**config.mk**
```make
export PLATFORM = sky130hd
export DESIGN_NAME = pulse_inv_encoder
export DESIGN_NICKNAME = d
export VERILOG_FILES = /design/src/rtl/pulse_inv_encoder.sv
export SDC_FILE = /design/constraint.sdc
export NUM_CORES = 1
export LEC_CHECK = 0
export BUFFER_PORTS_ARGS = -buffer_cell sky130_fd_sc_hd__buf_2
export CAP_MARGIN = 20
export CORE_AREA = 2 2 39 41
export CTS_BUF_LIST = sky130_fd_sc_hd__clkbuf_4 sky130_fd_sc_hd__clkbuf_8 sky130_fd_sc_hd__clkbuf_16
export CTS_CLUSTER_SIZE = 10
export DETAILED_ROUTE_END_ITERATION = 10
export DIE_AREA = 0 0 41 43
export SYNTH_ARGS = -nofsm -noshare
export SYNTH_HDL_FRONTEND = slang
export SYNTH_SLANG_ARGS = --single-unit
```
**constraint.sdc**
```tcl
create_clock -name clk -period 1.24 [get_ports clk]
set_input_delay 0.248 -clock clk [delete_from_list [all_inputs] [get_ports clk]]
set_output_delay 0.248 -clock clk [all_outputs]
set_load 0.05 [all_outputs]
```
**src/rtl/pulse_inv_encoder.sv**
```systemverilog
module pulse_inv_encoder (
  input  logic clk,
  input  logic rst,
  input  logic x,
  output logic z
);

  typedef enum logic [2:0] {
    S_IDLE = 3'd0,
    S_C1   = 3'd1,
    S_C2   = 3'd2,
    S_C3   = 3'd3,
    S_O1   = 3'd4,
    S_O2   = 3'd5,
    S_O3   = 3'd6
  } state_t;

  state_t state, nxt;

  always_comb begin
    nxt = state;
    unique case (state)
      S_IDLE: nxt = x ? S_C1 : S_IDLE;
      S_C1:   nxt = x ? S_C2 : S_O3;
      S_C2:   nxt = x ? S_C3 : S_O2;
      S_C3:   nxt = x ? S_C3 : S_O1;
      S_O3:   nxt = S_O2;
      S_O2:   nxt = S_O1;
      S_O1:   nxt = S_IDLE;
      default: nxt = S_IDLE;
    endcase
  end

  always_ff @(posedge clk) begin
    if (rst) state <= S_IDLE;
    else     state <= nxt;
  end

  assign z = state[2];

  AST_RESET_IDLE: assert property (@(posedge clk) rst |=> (!z && state == S_IDLE));
  AST_IDLE_HIGH_QUIET: assert property (@(posedge clk) disable iff (rst)
    (state == S_IDLE && x) |=> !z);
  AST_ONE_GIVES_PULSE: assert property (@(posedge clk) disable iff (rst)
    (state == S_C1 && !x) |=> z);
  AST_PULSE_MAX3: assert property (@(posedge clk) disable iff (rst)
    (z && $past(z) && $past(z, 2)) |=> !z);
  AST_THREE_SINGLE: assert property (@(posedge clk) disable iff (rst)
    (state == S_C3 && !x) |=> (z && state == S_O1));
  AST_OUT_NO_COUNT: assert property (@(posedge clk) disable iff (rst)
    z |=> (z || state == S_IDLE));

endmodule

```
==> results by group <==
Setup path
  – Critical R2R Capture: state[0]$_SDFF_PP0_
  – Crit Path Max Fanout: 4
  – Worst-path cell chain: buf_2
  – Cell family with most CP delay: flip-flops
  – Reg-to-reg startpoint: state[2]$_SDFF_PP0_
  – Largest stage delay, worst path: 0.35 ns
  – Crit end category: output port
  – CP Class: reg2out
  – Type of origin of the critical path: register
  – WP data arrival: 0.86 ns
  – Flop-to-flop setup slack: 0.34 ns
  – Crit path buf inv count: 1
  – Worst EP required: 0.99 ns
  – Crit path max-delay cell type: dfxtp_1
  – Worst reg2reg path depth: 3

Placed design
  – Port bufs: 3
  – Final GP Congestion: 0.464
  – Hpwl dp: 159 um
  – Setup WS pre-CTS: 0.338 ns

CTS
  – CTS Hold Bufs: 0
  – H-Tree Level Count: 1
  – Bufs on Longest Clock Path: 2
  – Clk sink count: 3
  – Root Driver: clkbuf_4
  – Post-cts repair resize count: 0
  – Total CTS buffers: 3
  – TritonCTS clock tree: built
  – Post-CTS Setup Bufs: 0
  – Clock slew at reported path FFs: 0.04 ns
  – Worst skew pair latency: 0.23 ns

Worst hold path
  – Hold EP: state[0]$_SDFF_PP0_
  – Cell depth of the worst min-delay path: 2
  – Worst hold start: rst
  – Worst hold path class: in2reg

Synthesis
  – Yosys top cell area share: 47.1%
  – Combinational family with the most area after synthesis: simple AND/OR/NAND/NOR gates
  – Sequential element share of the synthesized area: 47.1%
  – XOR/XNOR Fraction of Synth Area: 0%
  – Area leader, netlist: dfxtp_1
  – Synthesized area per cell: 10.6 um^2
  – Area contributors post-synth: dfxtp_1 (47%), nand2b_4 (11%), maj3_2 (8.8%), mux2i_1 (7.8%), nor3b_1 (5.9%)
  – Synthesized cell area: 128 um^2
  – Mapped Nets: 15
  – Synth Area in Adders: 8.82%
  – Post-synth cell types: 10
  – Synth warn: 0
  – Post-synthesis compound-gate area fraction: 3.92%
  – Simple logic cell fraction of the synthesized area: 29.4%
  – Post-Syn Instances: 12
  – Multiplexer share of the synthesized area: 7.84%
  – #FFs+latches synth: 3

GRT
  – Initial antenna violation count: 0
  – First-pass GRT wire length: 276 um
  – GRT Util Overall: 3.41%
  – Largest net degree at the start of global routing: 5
  – Vias in the first global route: 95
  – Overflow after GRT: 0

Job
  – Max-cap violations: 0

Detailed routing
  – Vias: 100
  – Drt first-iter violations: 0
  – Drt first pass iters: 1
  – DRT antenna net count: 0
  – Post-Route WL: 217 um
  – Number of remaining DRC errors: 0
  – Via/cell ratio: 2.86
  – Routed len/inst: 6.20 um

Timing
  – Slew HR: 83.7%
  – Slew @ Worst Pin: 0.247 ns
  – Final worst setup slack: 0.132 ns
  – Max Clock Skew: 0.000292 ns
  – Final count of hold timing violations: 0
  – Fin. max-slew vios: 0
  – Achievable Freq: 902 MHz
  – Sum of negative setup slack: 0 ns
  – Final worst-path cycle share: 89.4%
  – Unrepaired setup endpoints after global routing: no
  – Final setup vio count: 0
  – Final min period: 1.11 ns

Power and ir drop
  – Peak VDD IR: 205 uV
  – Leakage power: 0.0733 nW
  – Overall power: 0.000335 W
  – Power per cell area: 1740 mW/mm^2

Layout
  – Most common cell after layout, fill and taps aside: clkbuf_4
  – Most flop-heavy register: state
  – Nets: 23
  – Max reg flops: 3
  – Layout area overhead: 51.0%
  – Layout cell share with drive strength beyond 1: 52.6%
  – Most frequent cells in the layout: clkbuf_4 (4), buf_2 (3), dfxtp_1 (3)
  – Antenna diode count: 0
  – Top flop regs: state x3

Floorplan
  – Row cnt: 14
  – Die W: 41 um
  – CORE AREA: 0.00138 mm^2
  – Die height: 43 um
  – # IOs: 4
  – Full die area: 0.00176 mm^2
  – Starting Density: 9.22%

Status
  – Status: completed
cell usage after synthesis:
cell type	number
dfxtp_1	3
inv_1	1
maj3_2	1
mux2i_1	1
nand2b_4	1
nand3_1	1
nor2_2	1
nor3_1	1
nor3b_1	1
o21ai_0	1
power breakdown:
group	total [W]	internal, W	leakage (nW)	switching (W)
Sequential	0.000111	0.000105	0.0247	0.00000669
Clock	0.000189	0.000142	0.0184	0.0000466
Combinational	0.0000351	0.0000171	0.0302	0.0000181
Total	0.000335	0.000264	0.0733	0.0000713
cell type report:
type,count,area (um^2)
Timing Repair Buffer,3,15.0
Clock buffer,4,30.0
Inverter,1,3.75
Sequential cell,3,60.1
Multi-Input combinational cell,8,63.8
Tap cell,16,20.0
Fill cell,159,1190
per-layer routing:
metal | global-route usage, % | vias up | routed length (um)
li1 | - | 54 | -
met1 | 1.28 | 43 | 78
met2 | 3.75 | 3 | 107
met3 | 4.71 | 0 | 31
met4 | 6.00 | 0 | 0
met5 | 0 | - | 0
worst max path at each step:
stage / startpoint / end / slack, ns / cells past startpoint
2_1_floorplan: state[2]$_SDFF_PP0_ / state[0]$_SDFF_PP0_ / 0.05 / 3
3_3_place_gp: state[2]$_SDFF_PP0_ / state[0]$_SDFF_PP0_ / 0.34 / 3
3_5_place_dp: state[2]$_SDFF_PP0_ / state[0]$_SDFF_PP0_ / 0.34 / 3
4_1_cts: state[2]$_SDFF_PP0_ / z / 0.11 / 1
5_1_grt: state[2]$_SDFF_PP0_ / z / 0.09 / 1
6_report: state[2]$_SDFF_PP0_ / z / 0.13 / 1
worst register-to-register path: cells and delay by family, from the launching register on:
family	cells	cell delay (ns)
flops	1	0.32
fa+ha+maj	1	0.31
simple gates	2	0.21
logic make-up (layout without fill, tap and decap cells):
kind of cell | after synthesis | in the layout
AO/OA/AOI/OAI | 1 | 1
adder cells (fa/ha/maj) | 1 | 1
buffers and inverters | 1 | 8
flip-flops | 3 | 3
multiplexers | 1 | 1
AND/OR/NAND/NOR | 5 | 5
per-stage QoR:
stage	cells	util, %	cell area (um^2)	hold slack, ns
2_1_floorplan	12	-	128	0.315
6_report	35	13.9	193	0.215
5_1_grt	35	13.9	193	0.217
4_1_cts	35	13.9	193	0.210
3_3_place_gp	31	11.8	163	0.447
3_5_place_dp	31	11.8	163	0.455
(Power assumes the default switching activity.)
